$ cat src/rtl/scan_ring_pkg.sv
package scan_ring_pkg;

    localparam int CTRL_LEN = 14;
    localparam int STAT_LEN = 47;
    localparam int TEMP_W   = 8;
    localparam int EXT_W    = STAT_LEN - 1 - TEMP_W;
    localparam int SPARE_W  = CTRL_LEN - TEMP_W - 1;

    typedef enum logic [1:0] {
        SEL_BYP_LO = 2'b00,
        SEL_CTRL   = 2'b01,
        SEL_STAT   = 2'b10,
        SEL_BYP_HI = 2'b11
    } ring_sel_e;

    typedef struct packed {
        logic [SPARE_W-1:0] spare;
        logic               alarm_clr;
        logic [TEMP_W-1:0]  thresh;
    } ctrl_word_t;

    typedef struct packed {
        logic [EXT_W-1:0]  ext;
        logic [TEMP_W-1:0] temp;
        logic              alarm;
    } stat_word_t;

    function automatic logic temp_over(input logic [TEMP_W-1:0] reading,
                                       input logic [TEMP_W-1:0] limit);
        return reading > limit;
    endfunction

endpackage

$ cat src/rtl/scan_shift_reg.sv
module scan_shift_reg #(
    parameter int LEN = 14
) (
    input  logic           clk,
    input  logic           rst,
    input  logic           shift_en,
    input  logic           par_en,
    input  logic [LEN-1:0] par_in,
    input  logic           ser_in,
    output logic [LEN-1:0] q
);

    always_ff @(posedge clk) begin
        if (rst)
            q <= '0;
        else if (par_en)
            q <= par_in;
        else if (shift_en)
            q <= {ser_in, q[LEN-1:1]};
    end

    assert_ring_hold_R6: assert property (@(posedge clk) disable iff (rst)
        (!shift_en && !par_en) |=> $stable(q));

    assert_shift_entry_R3: assert property (@(posedge clk) disable iff (rst)
        (shift_en && !par_en) |=> (q[LEN-1] == $past(ser_in)));

    assert_par_fill_R5: assert property (@(posedge clk) disable iff (rst)
        par_en |=> (q == $past(par_in)));

endmodule

$ cat src/rtl/scan_temp_trip.sv
module scan_temp_trip
    import scan_ring_pkg::*;
(
    input  logic              clk,
    input  logic              rst,
    input  logic [TEMP_W-1:0] temp,
    input  logic [TEMP_W-1:0] thresh,
    input  logic              clr,
    output logic              alarm
);

    logic over;
    assign over = temp_over(temp, thresh);

    always_ff @(posedge clk) begin
        if (rst || clr)
            alarm <= 1'b0;
        else if (over)
            alarm <= 1'b1;
    end

    assert_trip_R7: assert property (@(posedge clk) disable iff (rst)
        (over && !clr) |=> alarm);

    assert_sticky_R8: assert property (@(posedge clk) disable iff (rst)
        (alarm && !clr) |=> alarm);

    assert_clear_wins_R8: assert property (@(posedge clk) disable iff (rst)
        clr |=> !alarm);

endmodule

$ cat src/rtl/scan_out_stage.sv
module scan_out_stage
    import scan_ring_pkg::*;
(
    input  logic       clk,
    input  logic       rst,
    input  logic [1:0] ring_sel,
    input  logic       shift_en,
    input  logic       scan_in,
    input  logic       ctrl_lsb,
    input  logic       stat_lsb,
    output logic       scan_out
);

    ring_sel_e sel;
    logic      byp_q;
    logic      path_bit;

    assign sel = ring_sel_e'(ring_sel);

    always_ff @(posedge clk) begin
        if (rst)
            byp_q <= 1'b0;
        else if (shift_en && (sel == SEL_BYP_LO || sel == SEL_BYP_HI))
            byp_q <= scan_in;
    end

    always_comb begin
        case (sel)
            SEL_CTRL: path_bit = ctrl_lsb;
            SEL_STAT: path_bit = stat_lsb;
            default:  path_bit = byp_q;
        endcase
    end

    always_ff @(negedge clk) begin
        if (rst)
            scan_out <= 1'b0;
        else
            scan_out <= path_bit;
    end

    assert_bypass_hold_R6: assert property (@(posedge clk) disable iff (rst)
        (sel == SEL_CTRL || sel == SEL_STAT || !shift_en) |=> $stable(byp_q));

endmodule

$ cat src/rtl/scan_ring_ctrl.sv
module scan_ring_ctrl
    import scan_ring_pkg::*;
#(
    parameter int C_LEN = CTRL_LEN,
    parameter int S_LEN = STAT_LEN,
    parameter int T_W   = TEMP_W,
    localparam int X_W  = S_LEN - 1 - T_W
) (
    input  logic             clk,
    input  logic             rst,
    input  logic             scan_in,
    input  logic [1:0]       ring_sel,
    input  logic             shift_en,
    input  logic             load_en,
    input  logic             capture_en,
    input  logic [T_W-1:0]   temp_in,
    input  logic [X_W-1:0]   status_in,
    output logic             scan_out,
    output logic [C_LEN-1:0] ctrl_q,
    output logic             temp_alarm
);

    logic [C_LEN-1:0] ctrl_ring;
    logic [S_LEN-1:0] stat_ring;
    logic             ctrl_shift;
    logic             stat_shift;
    ctrl_word_t       ctrl_fields;
    stat_word_t       cap_word;

    assign ctrl_shift = shift_en && (ring_sel_e'(ring_sel) == SEL_CTRL);
    assign stat_shift = shift_en && (ring_sel_e'(ring_sel) == SEL_STAT);

    assign ctrl_fields = ctrl_word_t'(ctrl_q);

    always_comb begin
        cap_word.alarm = temp_alarm;
        cap_word.temp  = temp_in;
        cap_word.ext   = status_in;
    end

    scan_shift_reg #(.LEN(C_LEN)) u_ctrl_ring (
        .clk      (clk),
        .rst      (rst),
        .shift_en (ctrl_shift),
        .par_en   (1'b0),
        .par_in   ({C_LEN{1'b0}}),
        .ser_in   (scan_in),
        .q        (ctrl_ring)
    );

    scan_shift_reg #(.LEN(S_LEN)) u_stat_ring (
        .clk      (clk),
        .rst      (rst),
        .shift_en (stat_shift),
        .par_en   (capture_en),
        .par_in   (S_LEN'(cap_word)),
        .ser_in   (scan_in),
        .q        (stat_ring)
    );

    always_ff @(posedge clk) begin
        if (rst)
            ctrl_q <= '0;
        else if (load_en)
            ctrl_q <= ctrl_ring;
    end

    scan_temp_trip u_trip (
        .clk    (clk),
        .rst    (rst),
        .temp   (temp_in),
        .thresh (ctrl_fields.thresh),
        .clr    (ctrl_fields.alarm_clr),
        .alarm  (temp_alarm)
    );

    scan_out_stage u_out (
        .clk      (clk),
        .rst      (rst),
        .ring_sel (ring_sel),
        .shift_en (shift_en),
        .scan_in  (scan_in),
        .ctrl_lsb (ctrl_ring[0]),
        .stat_lsb (stat_ring[0]),
        .scan_out (scan_out)
    );

    assert_reset_clear_R1: assert property (@(posedge clk)
        rst |=> (ctrl_q == '0 && !temp_alarm && ctrl_ring == '0 && stat_ring == '0));

    assert_load_hold_R4: assert property (@(posedge clk) disable iff (rst)
        !load_en |=> $stable(ctrl_q));

    assert_load_copy_R4: assert property (@(posedge clk) disable iff (rst)
        load_en |=> (ctrl_q == $past(ctrl_ring)));

    assert_capture_alarm_R5: assert property (@(posedge clk) disable iff (rst)
        capture_en |=> (stat_ring[0] == $past(temp_alarm)));

endmodule

$ cat config.mk
export PLATFORM = sky130hd
export DESIGN_NAME = scan_ring_ctrl
export DESIGN_NICKNAME = d
export VERILOG_FILES = /design/src/rtl/scan_ring_pkg.sv /design/src/rtl/scan_shift_reg.sv /design/src/rtl/scan_temp_trip.sv /design/src/rtl/scan_out_stage.sv /design/src/rtl/scan_ring_ctrl.sv
export SDC_FILE = /design/constraint.sdc
export NUM_CORES = 1
export LEC_CHECK = 0
export ABC_CLOCK_PERIOD_IN_PS = 1650
export BUFFER_PORTS_ARGS = -buffer_cell sky130_fd_sc_hd__buf_2
export CAP_MARGIN = 20
export CORE_MARGIN = 10
export CORE_UTILIZATION = 47
export CTS_CLUSTER_SIZE = 30
export DETAILED_ROUTE_END_ITERATION = 6
export HOLD_SLACK_MARGIN = 0.1
export PLACE_DENSITY = 0.68
export SLEW_MARGIN = 20
export SYNTH_ARGS = -nofsm -noshare
export SYNTH_HDL_FRONTEND = slang
export SYNTH_HIERARCHICAL = 1
export SYNTH_SLANG_ARGS = --single-unit
$ cat constraint.sdc
create_clock -name clk -period 1.65 [get_ports clk]
set_input_delay 0.0825 -clock clk [delete_from_list [all_inputs] [get_ports clk]]
set_output_delay 0.0825 -clock clk [all_outputs]
set_load 0.02 [all_outputs]
==> results of run 1 <==
state kept, by name, summed over array words and instances (netlist names):
signal          cells
u_ctrl_ring/q      14
u_out/scan_out      1
u_out/byp_q         1
u_trip/alarm        1
ctrl_q             14
u_stat_ring/q      47
routing by layer:
metal,vias up,share of wire (%)
li1,1536,-
met1,1398,43
met2,48,51
met3,8,5.1
met4,0,0.90
met5,-,0
worst reg2reg max path, cell delays in order, from the launching register on:
cell	delay, ns
dfxtp_1	0.33
a221oi_2	0.26
nor3_1	0.08
power groups by stage:
| stage | clock network [mW] | logic (mW) | registers, mW |
|---|---|---|---|
| 4_1_cts | 1.75 | 0.660 | 2.09 |
| 6_report | 1.70 | 0.668 | 2.09 |
| 3_5_place_dp | 0.00759 | 0.565 | 2.13 |
| 2_1_floorplan | 0.00759 | 0.393 | 2.14 |
| 5_1_grt | 1.84 | 0.746 | 2.11 |
| 3_3_place_gp | 0.00759 | 0.551 | 2.13 |
metrics by stage:
step	std cells	area (um^2)	hold slack, ns	worst slack (ns)
2_1_floorplan	384	3820	0.145	0.0121
3_3_place_gp	536	4180	0.386	-0.109
3_5_place_dp	536	4180	0.384	-0.144
4_1_cts	599	4900	0.107	-0.0820
5_1_grt	600	4910	0.108	-0.113
6_report	600	4910	0.130	-0.0676
final cells by class:
cell class	instances	share of cell area, %
Multi-Input combinational cell	264	40.6
Sequential cell	78	31.8
Timing Repair Buffer	126	19.1
Clock buffer	11	2.67
Tap cell	102	2.60
Clock inverter	6	2.24
Inverter	13	0.993
synthesized netlist by cell type:
master     n  area, um^2
a211oi_1  62         465
a21bo_1    1        10.0
a21o_1     1        7.51
a21oi_1    2        10.0
a21oi_2    1        8.76
a221oi_1   1        8.76
and3b_1    1        8.76
buf_1      1        3.75
buf_12     5         100
buf_2      2        10.0
buf_4      1        7.51
buf_6      3        33.8
clkbuf_1  16        60.1
conb_1     1        3.75
dfxtp_1   78        1560
ha_1      10         125
inv_1     13        48.8
inv_2      1        3.75
mux2i_1   75         751
nand2_1    1        3.75
nand2b_1   1        6.26
nand3_1    2        10.0
nand4_1    1        6.26
nor2_1    19        71.3
nor2b_1   62         388
nor3_1     1        5.00
o21ai_1    1        5.00
o31ai_1    1        7.51
o41ai_2    1        16.3
what timing repair did:
item / 4_1_cts / 5_1_grt
endpoints found under the setup margin: 1 / 2
hold buffers: 47 / 1
endpoints found under the hold margin: 45 / 1
resized for setup: 3 / 1
cell usage in the layout, fill, tap and decap left out:
cell type,instances
clkbuf_8,9
clkbuf_1,2
inv_2,1
nor2_1,19
ha_1,10
a21o_1,1
inv_6,1
and3b_2,1
nand2b_1,1
dlygate4sd3_1,48
o31ai_1,1
nor2b_1,62
buf_6,1
bufinv_16,3
conb_1,20
buf_4,6
buf_2,68
a21bo_1,1
o21ai_1,1
nand3_1,2
inv_1,13
nand2_1,1
dfxtp_2,1
a21oi_1,2
nand4_1,1
buf_12,3
dfxtp_1,77
a21oi_2,1
a211oi_1,62
a221oi_2,1
o41ai_2,1
mux2i_1,75
clkinvlp_4,1
nor3_1,1
logic make-up after synthesis:
family / synth area share [%]
DFF: 41.7
and+or+nand+nor: 13.3
other: 0.100
buffers and inverters: 7.15
muxes: 20.0
adders and majority gates: 3.34
AOI/OAI and AO/OA: 14.4
worst max path at each step:
stage	to	slack, ns	cells past startpoint
floorplan	u_out/scan_out	0.01	4
global placement	u_out/scan_out	-0.11	5
detailed placement	u_out/scan_out	-0.14	5
CTS	scan_out	-0.08	1
global route	scan_out	-0.11	1
finish	scan_out	-0.07	1
==> out/metrics.cfg, run 1 <==
[status]
status=complete, but fails checks
violations=negative setup slack

[synth]
ys_seq_elements=78
yosysUniqueCellTypes=29
syn_area_per_cell_um2=10.3
yosys_warnings=6
yosysSeqAreaShare_pct=41.7
syn_area_um2=3750
syn_inst=365

[critical_path]
critPathSlowestCell=dfxtp_2
arrival_ns=1.64
worst_setup_path_end_kind=output port
r2r-end=u_out/scan_out
max_stage_delay_ns=0.31
cp_data_required_time_ns=1.57
crit_chain=buf_6
crit_fanout=1
crit_type=flop to output port
crit_buf_inv=1
crit_path_start=u_out/scan_out
crit_family=flip-flops
start_kind=flop
r2r_setup_slack_ns=0.07
r2r_cells=2
r2r-start=u_ctrl_ring/q[0]

[finish]
antenna_cells=0
utilization_pct=63.6
area_delta_synth_final_pct=31.2
drive_gt1_share_pct=19.7
multi_input_area_um2=2000
fill_cells=645
regArea_um2=1560
finalNetCount=557

[sta]
slew_headroom_pct=46.4
rsz0062_at_grt=yes
final_max_slew_viol_count=0
finalHoldViolCount=0
setup-violations-final=1
layout_setup_ws_ns=-0.0676
worstMarginPinSlew_ns=0.803
finalClockSkew_ns=0.0377
fin_tns_setup_ns=-0.0676

[pwr]
p_seq_share_pct=46.8
netSwitchingFraction_pct=24.2
combPwrFrac_pct=15.0
p_sw_mw=1.08
power_mw=4.46
total_leakage_power_nw=2.01
power_density_nw_per_um2=908
p_int_mw=3.38
p_clk_share_pct=38.2
peakVddDrop_v=0.000689

[place]
port_buffers=69
place_hpwl_um=5530
place_congestion=0.732

[grt]
grt_pass1_wl_um=14900
grt_use_met3_pct=5.21
grt_usage_pct=15.3
grt_overflow=0
grt_pass1_vias=3158
grt_max_degree=78
busiest_layer=met2
antenna_found_initial=0
globalRouteMet2Util_pct=26.5
grtUsageMet1_pct=17.6

[routing]
drt_iter0_drc=98
drtAntennaViolNets=0
avgRoutedWirePerCell_um=14.4
vias=2990
dr.pass1.iters=4
detail_route.vias_per_cell=4.98
post-route-drc-count=0
finalWirelength_um=8660

[floorplan]
fp.coreArea_um2=7730
start_util_pct=48.5
die-area_um2=11900
die_h_um=109
io_pins=70
rows=32
die_w_um=109

[clock_network]
cts_sinks=78
clkSlewWorstSetupHoldPaths_ns=0.07
htree_levels=3
clockBufferDepth=2
cts-root-buf=clkbuf_8
insertion_delay_ns=0.38
post_cts_buffers=0
tritoncts=done
cts-buffers-inserted=9

[min_path]
hold_path_class=input pin to flop
holdPathStages=3
min_to=u_stat_ring/q[23]
min_from=status_in[14]

[flow_run]
maxCapViolCount=0

No activity file was read; power rests on OpenSTA's default activity.
==> run 2, diff against run 1 <==
Settings changed: BUFFER_PORTS_ARGS -buffer_cell sky130_fd_sc_hd__buf_2 to -buffer_cell sky130_fd_sc_hd__clkbuf_2.
==> run 2 against run 1 <==
The flow still finishes with violations (negative setup slack). First-iteration DRC count is 43% lower. Count of clock-buffer cells in the layout stayed put. Clock skew about the same. Cell count grew 0.83%. Sequential share of layout area down 0.45 points. Critical endpoint unchanged.
==> out/metrics.cfg, run 2 (synthesis results as in run 1) <==
[routing]
avgRoutedWirePerCell_um=14.5
detail_route.vias_per_cell=4.95
drtAntennaViolNets=0
post-route-drc-count=0
dr.pass1.iters=4
vias=2997
finalWirelength_um=8770
drt_iter0_drc=56

[critical_path]
cp_data_required_time_ns=1.57
crit_type=flop to output port
r2r_setup_slack_ns=0.05
arrival_ns=1.64
critPathSlowestCell=dfxtp_2
r2r-start=u_ctrl_ring/q[0]
crit_family=flip-flops
critical_path_depth=1
crit_fanout=1
max_stage_delay_ns=0.31
crit_chain=buf_8
r2r-end=u_out/scan_out
crit_path_start=u_out/scan_out
crit_buf_inv=1
start_kind=flop
worst_setup_path_end_kind=output port
r2r_cells=2

[grt]
grt_usage_pct=15.4
grt_pass1_vias=3242
grt_pass1_wl_um=15100
grt_max_degree=45
antenna_found_initial=0
grt_overflow=0

[sta]
finalHoldViolCount=0
final_max_slew_viol_count=0
setup-violations-final=1
rsz0062_at_grt=yes
layout_setup_ws_ns=-0.0721
finalClockSkew_ns=0.0373

[pwr]
netSwitchingFraction_pct=23.6
p_sw_mw=1.11
combPwrFrac_pct=14.4
total_leakage_power_nw=2.05
power_density_nw_per_um2=940
peakVddDrop_v=0.000622
p_clk_share_pct=41.0
p_seq_share_pct=44.6
p_int_mw=3.58

[place]
place_hpwl_um=5770
place_inst=539
port_buffers=69
placed_cell_area_um2=4210
place_congestion=0.757

[finish]
final_cell_mix=77 x dfxtp_1, 75 x mux2i_1, 68 x clkbuf_2
layout_commonest_cell=dfxtp_1
finalNetCount=561
drive_gt1_share_pct=20.3
regMostFlops=u_stat_ring/q
largest_reg_flops=47
area_delta_synth_final_pct=33.1
postLayoutCellArea_um2=4990
top_regs=u_stat_ring/q (47), ctrl_q (14), u_ctrl_ring/q (14)
fin_cells=605

[flow_run]
maxCapViolCount=0

[clock_network]
clockBufferDepth=2
cts-buffers-inserted=9
cts-root-buf=clkbuf_8
htree_levels=3
clkSlewWorstSetupHoldPaths_ns=0.08
cts_sinks=78
insertion_delay_ns=0.38
tritoncts=done

[floorplan]
die-area_um2=11900
rows=32
io_pins=70
fp.coreArea_um2=7730
die_w_um=109
die_h_um=109
start_util_pct=48.5

[min_path]
min_to=u_stat_ring/q[37]
min_from=capture_en
hold_path_class=input pin to flop
holdPathStages=3

[status]
violations=negative setup slack
status=complete, but fails checks

[run 2: power by group through the flow]
stage | logic, mW | registers, mW | clock network (mW)
final | 0.677 | 2.09 | 1.92
after global routing | 0.755 | 2.11 | 2.04
after CTS | 0.672 | 2.09 | 1.97
after detailed placement | 0.571 | 2.13 | 0.00759
after global placement | 0.556 | 2.13 | 0.00759
after floorplan | 0.393 | 2.14 | 0.00759
[run 2: final cells by class]
cell class	instances	area, um^2
sequential	78	1560
multi-input combinational	264	2000
clock inverter	6	133
antenna	1	2.50
timing repair buffer	130	973
fill	622	2740
tap	102	128
inverter	13	48.8
clock buffer	11	141
[run 2: timing repair]
item,in CTS,in global routing
endpoints found under the setup margin,2,1
endpoints found under the hold margin,48,0
resized for setup,4,1
buffers inserted,0,0
hold buffers,49,0
cloned,0,0
[run 2: worst max path at each step]
stage	end	slack, ns
CTS	scan_out	-0.10
global placement	u_out/scan_out	-0.11
finish	scan_out	-0.07
global route	scan_out	-0.1
detailed placement	u_out/scan_out	-0.20
floorplan	u_out/scan_out	0.01
[run 2: metrics by stage]
step / total power, mW / worst slack [ns] / hold WS [ns] / setup TNS [ns] / utilization, %
after floorplan: 2.54 / 0.0121 / 0.145 / 0 / -
after detailed placement: 2.71 / -0.196 / 0.369 / -0.196 / 54.4
after global routing: 4.91 / -0.0986 / 0.288 / -0.0986 / 64.5
final: 4.69 / -0.0721 / 0.276 / -0.0721 / 64.5
after global placement: 2.69 / -0.115 / 0.367 / -0.115 / 54.4
after CTS: 4.73 / -0.103 / 0.254 / -0.103 / 64.5
[run 2: per-layer routing]
metal / track usage (%) / vias to the layer above / wire [um]
met5: 0 / - / 0
met4: 7.06 / 0 / 144
met3: 4.10 / 13 / 391
met2: 26.3 / 48 / 4340
met1: 17.7 / 1400 / 3890
li1: - / 1536 / -
